===== config.mk =====
export PLATFORM = sky130hd
export DESIGN_NAME = rx_frame_gate
export DESIGN_NICKNAME = d
export VERILOG_FILES = /design/src/rtl/rfg_pkg.sv /design/src/rtl/rfg_match.sv /design/src/rtl/rfg_classify.sv /design/src/rtl/rfg_gate_fsm.sv /design/src/rtl/rfg_out_reg.sv /design/src/rtl/rx_frame_gate.sv
export SDC_FILE = /design/constraint.sdc
export NUM_CORES = 1
export LEC_CHECK = 0
export BUFFER_PORTS_ARGS = -buffer_cell sky130_fd_sc_hd__buf_4
export CAP_MARGIN = 20
export CORE_AREA = 3 3 52 54
export DETAILED_ROUTE_END_ITERATION = 16
export DIE_AREA = 0 0 55 57
export PLACE_DENSITY_LB_ADDON = 0.25
export SYNTH_ARGS = -nofsm -noshare
export SYNTH_HDL_FRONTEND = slang
export SYNTH_SLANG_ARGS = --single-unit
export TNS_END_PERCENT = 30

===== constraint.sdc =====
create_clock -name clk -period 1.6 [get_ports clk]
set_clock_uncertainty 0.15 [all_clocks]
set_input_delay 0.32 -clock clk [delete_from_list [all_inputs] [get_ports clk]]
set_output_delay 0.32 -clock clk [all_outputs]
set_load 0.02 [all_outputs]

===== src/rtl/rfg_pkg.sv =====
package rfg_pkg;

    localparam int FRAME_W = 9;
    localparam int LEN_W   = 2;

    typedef logic [FRAME_W-1:0] frame_t;

    typedef enum logic {
        GATE_OPEN = 1'b0,
        GATE_SHUT = 1'b1
    } gate_state_t;

    typedef struct packed {
        frame_t data;
        logic   perr;
        logic   ferr;
    } rx_entry_t;

    // Length code: 1 -> FRAME_W-2 bits, 3 -> FRAME_W bits, else FRAME_W-1 bits
    function automatic frame_t len_mask(input logic [LEN_W-1:0] code);
        frame_t m;
        unique case (code)
            2'd1:    m = frame_t'((1 << (FRAME_W-2)) - 1);
            2'd3:    m = '1;
            default: m = frame_t'((1 << (FRAME_W-1)) - 1);
        endcase
        return m;
    endfunction

endpackage


===== src/rtl/rfg_match.sv =====
module rfg_match #(
    parameter int W     = 9,
    parameter int N_REF = 2
) (
    input  logic [W-1:0]       frame,
    input  logic [W-1:0]       refs [N_REF],
    output logic [N_REF-1:0]   hit
);
    for (genvar i = 0; i < N_REF; i++) begin : g_cmp
        assign hit[i] = (frame == refs[i]);
    end
endmodule


===== src/rtl/rfg_classify.sv =====
module rfg_classify
    import rfg_pkg::*;
(
    input  logic                 frm_valid,
    input  frame_t               frm_data,
    input  logic                 frm_perr,
    input  logic [LEN_W-1:0]     len_code,
    input  frame_t               start_ref,
    input  frame_t               sig_ref,
    input  logic                 mp_en,
    input  logic                 mp_addr_bit,
    input  logic                 sf_unblock_en,
    input  logic                 skip_perr,
    input  logic                 is_shut,
    output frame_t               masked,
    output logic                 keep,
    output logic                 start_hit,
    output logic                 sig_hit,
    output logic                 addr_hit,
    output logic                 wake
);
    localparam int N_REF   = 2;
    localparam int IDX_SF  = 0;
    localparam int IDX_SIG = 1;

    frame_t             mask;
    frame_t             refs_m [N_REF];
    logic [N_REF-1:0]   hits;

    always_comb begin
        mask            = len_mask(len_code);
        masked          = frm_data & mask;
        refs_m[IDX_SF]  = start_ref & mask;
        refs_m[IDX_SIG] = sig_ref & mask;
    end

    rfg_match #(.W(FRAME_W), .N_REF(N_REF)) u_match (
        .frame (masked),
        .refs  (refs_m),
        .hit   (hits)
    );

    always_comb begin
        start_hit = frm_valid && hits[IDX_SF];
        sig_hit   = frm_valid && hits[IDX_SIG];
        addr_hit  = frm_valid && mp_en && (len_code == 2'd3)
                    && (frm_data[FRAME_W-1] == mp_addr_bit);
        wake      = start_hit && sf_unblock_en;
        keep      = frm_valid && !(skip_perr && frm_perr)
                    && (!is_shut || addr_hit || wake);
    end
endmodule


===== src/rtl/rfg_gate_fsm.sv =====
module rfg_gate_fsm
    import rfg_pkg::*;
(
    input  logic clk,
    input  logic rst_n,
    input  logic blk_set,
    input  logic blk_clr,
    input  logic wake,
    output logic is_shut
);
    gate_state_t state, state_nxt;

    always_ff @(posedge clk or negedge rst_n) begin
        if (!rst_n) state <= GATE_OPEN;
        else        state <= state_nxt;
    end

    always_comb begin
        state_nxt = state;
        unique case (state)
            GATE_OPEN: if (blk_set && !blk_clr) state_nxt = GATE_SHUT;     // shut
            GATE_SHUT: if (blk_clr || wake)     state_nxt = GATE_OPEN;     // release / wake
            default:                            state_nxt = GATE_OPEN;
        endcase
    end

    always_comb begin
        is_shut = (state == GATE_SHUT);
    end
endmodule


===== src/rtl/rfg_out_reg.sv =====
module rfg_out_reg
    import rfg_pkg::*;
(
    input  logic       clk,
    input  logic       rst_n,
    input  logic       keep,
    input  rx_entry_t  entry_in,
    input  logic       start_hit,
    input  logic       sig_hit,
    input  logic       addr_hit,
    output logic       wr_en,
    output rx_entry_t  entry_out,
    output logic       ev_start,
    output logic       ev_sig,
    output logic       ev_addr
);
    always_ff @(posedge clk or negedge rst_n) begin
        if (!rst_n) begin
            wr_en     <= 1'b0;
            entry_out <= '0;
            ev_start  <= 1'b0;
            ev_sig    <= 1'b0;
            ev_addr   <= 1'b0;
        end else begin
            wr_en    <= keep;
            ev_start <= start_hit;
            ev_sig   <= sig_hit;
            ev_addr  <= addr_hit;
            if (keep) entry_out <= entry_in;
            else      entry_out <= '0;
        end
    end
endmodule


===== src/rtl/rx_frame_gate.sv =====
module rx_frame_gate
    import rfg_pkg::*;
(
    input  logic                clk,
    input  logic                rst_n,
    input  logic                frm_valid,
    input  logic [FRAME_W-1:0]  frm_data,
    input  logic                frm_perr,
    input  logic                frm_ferr,
    input  logic [LEN_W-1:0]    len_code,
    input  logic [FRAME_W-1:0]  start_ref,
    input  logic [FRAME_W-1:0]  sig_ref,
    input  logic                mp_en,
    input  logic                mp_addr_bit,
    input  logic                sf_unblock_en,
    input  logic                skip_perr,
    input  logic                blk_set,
    input  logic                blk_clr,
    output logic                wr_en,
    output logic [FRAME_W-1:0]  wr_data,
    output logic                wr_perr,
    output logic                wr_ferr,
    output logic                ev_start,
    output logic                ev_sig,
    output logic                ev_addr,
    output logic                blocked
);
    frame_t    masked;
    logic      keep, start_hit, sig_hit, addr_hit, wake, is_shut;
    rx_entry_t entry_in, entry_out;

    rfg_classify u_cls (
        .frm_valid     (frm_valid),
        .frm_data      (frm_data),
        .frm_perr      (frm_perr),
        .len_code      (len_code),
        .start_ref     (start_ref),
        .sig_ref       (sig_ref),
        .mp_en         (mp_en),
        .mp_addr_bit   (mp_addr_bit),
        .sf_unblock_en (sf_unblock_en),
        .skip_perr     (skip_perr),
        .is_shut       (is_shut),
        .masked        (masked),
        .keep          (keep),
        .start_hit     (start_hit),
        .sig_hit       (sig_hit),
        .addr_hit      (addr_hit),
        .wake          (wake)
    );

    rfg_gate_fsm u_fsm (
        .clk     (clk),
        .rst_n   (rst_n),
        .blk_set (blk_set),
        .blk_clr (blk_clr),
        .wake    (wake),
        .is_shut (is_shut)
    );

    always_comb begin
        entry_in.data = masked;
        entry_in.perr = frm_perr;
        entry_in.ferr = frm_ferr;
    end

    rfg_out_reg u_out (
        .clk       (clk),
        .rst_n     (rst_n),
        .keep      (keep),
        .entry_in  (entry_in),
        .start_hit (start_hit),
        .sig_hit   (sig_hit),
        .addr_hit  (addr_hit),
        .wr_en     (wr_en),
        .entry_out (entry_out),
        .ev_start  (ev_start),
        .ev_sig    (ev_sig),
        .ev_addr   (ev_addr)
    );

    always_comb begin
        wr_data = entry_out.data;
        wr_perr = entry_out.perr;
        wr_ferr = entry_out.ferr;
        blocked = is_shut;
    end
endmodule


# Word-level counts from Yosys, hierarchy flattened
# Index checks and enable logic that the tools add are counted.
dict set report classes {
  n_eq_ne 5
  reduce_logical 16
  bitwise_logic 4
  n_mul 0
  addsub 0
  magnitude_cmp 0
  div_mod_pow 0
  muxes 5
  n_shift 0
}
# cell n
set ops {}
lappend ops {{9-bit bitwise AND} 3}
lappend ops {{9-bit equality test} 2}
lappend ops {{9-bit case mux with 2 select lines} 1}
lappend ops {{11-bit 2-to-1 mux} 1}
lappend ops {{1-bit logical AND} 10}
lappend ops {{1-bit zero test} 3}
lappend ops {{1-bit logical OR} 3}
lappend ops {{2-bit by 1-bit equality test with 1-bit output (second input constant)} 1}
lappend ops {{2-bit equality test (second input constant)} 1}
lappend ops {{1-bit 2-to-1 mux} 2}
lappend ops {{1-bit case mux with 2 select lines} 1}
lappend ops {{1-bit equality test} 1}
lappend ops {{1-bit NOT} 1}
dict set report totals {
  ramBits 0
  in_bits 40
  latch_bits 0
  wordCells 38
  n_memories 0
  out_inout_bits 16
  rom_bits 0
  register_bits 16
}

# Depth between registers and ports, before layout
dict set report logic_depth {
  ltp_word 9
  depth_mapped 5
  ltp_nobuf 4
}

# Cells and area by module
# From an unflattened synthesis, not the netlist that was laid out.
dict set report unflattened {
  cells_unflattened 77
  area_unflattened_um2 849.6
}
# mod n_inst seq_area_each_um2 area_per_inst_um2 cells_each
set modules_own_cells {}
lappend modules_own_cells {rfg_out_reg 1 375.4 455.4 27}
lappend modules_own_cells {rfg_match 1 0.0 205.2 24}
lappend modules_own_cells {rfg_classify 1 0.0 152.6 23}
lappend modules_own_cells {rfg_gate_fsm 1 25.0 36.3 3}

# Worst setup path after synthesis
# Ideal clock, no wire load.
dict set report synth_timing {
  kind {input to register}
  startpoint {input port start_ref[3]}
  endpoint {register u_out.entry_out[0] (netlist name)}
  arrival_time_ps 1272
  t_required_ps 1368
  path_stages 5
  slack_ps 96
  setup_time_ps 82
  path_buffers 1
  cell_sequence {xor2_1 > nor4_4 > a41oi_2 > buf_6 > nor3b_2}
}
dict set report synth_via {
  elab_chain_len 7
}
# element line
set synth_lines {}
lappend synth_lines {{from (decl)} rx_frame_gate.sv:11} ;# input logic [FRAME_W-1:0] start_ref,
lappend synth_lines {{9-bit bitwise AND} rfg_classify.sv:33} ;# refs_m[IDX_SF] = start_ref & mask;
lappend synth_lines {{9-bit equality test} rfg_match.sv:10} ;# assign hit[i] = (frame == refs[i]);
lappend synth_lines {{1-bit logical AND} rfg_classify.sv:44} ;# start_hit = frm_valid && hits[IDX_SF];
lappend synth_lines {{1-bit logical AND} rfg_classify.sv:48} ;# wake = start_hit && sf_unblock_en;
lappend synth_lines {{1-bit logical OR} rfg_classify.sv:50} ;# && (!is_shut || addr_hit || wake);
lappend synth_lines {{1-bit logical AND} rfg_classify.sv:50}
lappend synth_lines {{11-bit 2-to-1 mux} rfg_out_reg.sv:29} ;# if (keep) entry_out <= entry_in;
# No other way between the ends.

# Worst setup path after layout
dict set report layout_timing {
  startpoint {input port start_ref[3]}
  endpoint {register u_out.entry_out[6] (netlist name)}
}
dict set report layout_via {
  elab_chain_len 7
}
# element line
set layout_lines {}
lappend layout_lines {{9-bit bitwise AND} rfg_classify.sv:33}
lappend layout_lines {{9-bit equality test} rfg_match.sv:10}
lappend layout_lines {{1-bit logical AND} rfg_classify.sv:44}
lappend layout_lines {{1-bit logical AND} rfg_classify.sv:48}
lappend layout_lines {{1-bit logical OR} rfg_classify.sv:50}
lappend layout_lines {{1-bit logical AND} rfg_classify.sv:50}
lappend layout_lines {{11-bit 2-to-1 mux} rfg_out_reg.sv:29}
# No other way between the ends.

==> flow_summary_export.csv <==
group,metric,value,unit
outcome,run_status,"finished, final reports clean",
setup_path,cp.buffers_inverters,2,
synthesis,postSynth.topFlopCell,"dfrtp_1",
clocking,clock_root_buffer,"clkbuf_4",
sta,slew-limit-headroom,0.838,
synthesis,postSynthAreaPerCell,12.3,sq um
clocking,clk-insertion-delay-late,0.28,ns
routing,route.vias.total,767,
clocking,number_of_cts_inserted_buffers,3,
routing,route.antenna.remaining_nets,0,
synthesis,syn_inst,69,
setup_path,startpoint_type,"input port",
floorplanning,dieHeight,57,um
synthesis,synth_unique_cells,21,
placement,place.detailed.hpwl,1880,um
setup_path,crit_path_top_delay_cell,"nor4_4",
final_layout,drive_above_1_share,0.593,
setup_path,timing.critical_path.depth,6,
floorplanning,start_util,0.377,
synthesis,netlist.top_cell.by_area,"dfrtp_1",
power_and_ir_drop,leakage,0.704,nW
power_and_ir_drop,vdd_drop_max,0.492,mV
floorplanning,die_width,55,um
sta,setup-tns-final,0,ns
final_layout,count_of_filler_cells_inserted_in_the_layout,202,
setup_path,critical_path_peak_fanout,10,
global_routing,vias_in_the_first_global_route,818,
clocking,post_cts.resized_instances,0,
routing,wl_per_cell,13.4,um
synthesis,yosys.area.top_type_share,0.471,
clocking,clock_tree.htree_level_count,1,
routing,viasPerCell,4.57,
setup_path,critical_path_class,"input port to flop",
floorplanning,core,2250,sq um
placement,port-buffer-count,55,
floorplanning,ioPinCount,56,
clocking,post_cts_buffers,0,
final_layout,post-route-util,0.633,
setup_path,worstSetupEndpointType,"flop",
sta,setup_repair_after_global_routing_missed_its_margin,"false",
synthesis,synth.ff_latch_count,16,
routing,detail_route.drc_violations,0,
floorplanning,placement_rows,17,
global_routing,grt_pass1_wl,3590,um
synthesis,netlist_area,850,sq um
sta,max_clock_freq,670,MHz
synthesis,most_frequent_cell_after_synthesis,"dfrtp_1",
placement,final_wtd_congestion,0.745,
clocking,cts_tree,"built",
final_layout,finish.net_count,181,
setup_path,critical-path-max-stage-delay,0.32,ns
setup_path,cpLargestDelayFamily,"simple AND/OR/NAND/NOR gates",
setup_path,crit_chain,"buf_4 -> xor2_1 -> nor4_4 -> a41oi_2 -> buf_4 -> nor3b_2",
power_and_ir_drop,power,0.965,mW
setup_path,critPathArrivalTime,1.54,ns
clocking,clock_sinks,16,
final_layout,ff_latch_area,400,sq um
routing,initialDrtViolationCount,3,
global_routing,grt_use_total,0.157,
synthesis,leading_cell_types_by_total_area_after_synthesis,"dfrtp_1, xnor2_1, nor3b_2, xor2_1, nand2_1",
hold_path,timing.hold.worst.class,"input port to flop",
synthesis,synth_edf_count,0,
routing,drtPass1Iterations,2,
sta,worst_pin_slew,0.240,ns
synthesis,synthesis.nets,109,
floorplanning,fp.dieArea,3140,sq um
sta,slew_violations,0,
final_layout,flow.area_growth_from_synthesis,67.9,%
final_layout,multi_input_area,434,sq um
setup_path,worst_ep_required_time,1.65,ns
global_routing,global_route.overflow_total,0,
clocking,clock_tree.buffer_depth,2,
synthesis,synth_seq_area_share,0.471,
synthesis,synth.cells.most_frequent,"dfrtp_1, xnor2_1, nor3b_2, xor2_1, nand2_1",
sta,setup_viol,0,
final_layout,antennaDiodeCount,0,
synthesis,share_of_synthesized_flip_flops_with_an_asynchronous_set_or_reset,1.00,
setup_path,worst-r2r-cell-count,4,
synthesis,synth-warning-count,0,
run,cap_viol_max_count,0,
clocking,clk_transition_reported_paths,0.09,ns
power_and_ir_drop,p_per_area,677,nW/um^2
sta,finalCritPeriodShare,0.932,
setup_path,critical-path-top-cell-by-count,"buf_4",
sta,finalHoldViolations,0,
routing,drt_wl_total,2250,um
global_routing,grt_max_degree,17,
sta,finalWorstPathRequiredPeriod,1.49,ns
hold_path,worstHoldPathCells,2,
global_routing,antenna_violations_before_repair,0,
[metrics by stage]
stage	std cells	worst slack, ns	instance area (sq um)	hold slack, ns
finish	168	0.108	1430	0.0266
global route	168	0.0710	1430	0.00659
CTS	168	0.111	1430	0.0129
detailed placement	163	-0.192	1380	0.0415
global placement	163	-0.106	1380	0.0378
floorplan	69	0.0956	850	-0.126
[metal layers]
layer / up-vias / routed length, um / part of all wire / global-route usage
li1: 383 / - / - / -
met1: 358 / 856 / 0.38 / 0.188
met2: 24 / 1240 / 0.55 / 0.274
met3: 2 / 137 / 0.061 / 0.0235
met4: 0 / 23 / 0.010 / 0.0625
met5: - / 0 / 0 / 0
[placed cells by master, fill, tap and decap left out, drive strengths merged, types with 3 or more instances in the layout]
cell type / count
nor2: 3
clkbuf: 4
nor3b: 9
buf: 68
xor2: 7
xnor2: 12
nand2: 6
dfrtp: 16
nand4: 3
[area by class of cell]
type	count	area share
Clock buffer	4	0.0254
Multi-Input combinational cell	51	0.304
Sequential cell	16	0.281
Tap cell	28	0.0246
Timing Repair Buffer	69	0.365
[registers in the layout, summed over array words and instances, names as in the netlist]
| signal | flops |
|---|---|
| u_out.entry_out | 11 |
| u_out.wr_en | 1 |
| u_out.ev_sig | 1 |
| u_fsm.is_shut | 1 |
| u_out.ev_start | 1 |
| u_out.ev_addr | 1 |
[what timing repair did]
action | CTS | global route
hold endpoints to repair | 16 | 0
setup endpoints to repair | 0 | 0
hold buffers | 1 | 0
[cells by family after synthesis]
logic type / after synthesis / synth area share
buffers and inverters: 2 / 0.0177
DFF: 16 / 0.471
xor gates and xnor gates: 19 / 0.196
AOI/OAI and AO/OA: 5 / 0.0545
and+or+nand+nor: 27 / 0.261
[report_power, final]
part / internal [mW] / total (mW) / switching [mW]
logic: 0.155 / 0.280 / 0.125
registers: 0.420 / 0.427 / 0.00627
clock network: 0.138 / 0.259 / 0.121
[final timing paths]
| check | to | start | slack (ns) |
|---|---|---|---|
| worst max-delay path | u_out.entry_out[6]$_DFF_PN0_ | start_ref[3] | 0.11 |
| worst min-delay path | u_fsm.is_shut$_DFF_PN0_ | blk_clr | 0.03 |
| worst max register to register | u_out.entry_out[6]$_DFF_PN0_ | u_fsm.is_shut$_DFF_PN0_ | 0.29 |
| worst min register to register | u_fsm.is_shut$_DFF_PN0_ | u_fsm.is_shut$_DFF_PN0_ | 0.37 |
| max in group asynchronous | u_out.entry_out[7]$_DFF_PN0_ | rst_n | 0.85 |
| min in group asynchronous | u_out.entry_out[5]$_DFF_PN0_ | rst_n | 0.27 |
[worst reg2reg max path, stage by stage (launching register included)]
cell and delay [ns]:
dfrtp_1 0.40, o21ai_1 0.10, a41oi_2 0.23, buf_4 0.26, nor3b_2 0.07
No activity file was read; power rests on OpenSTA's default activity.
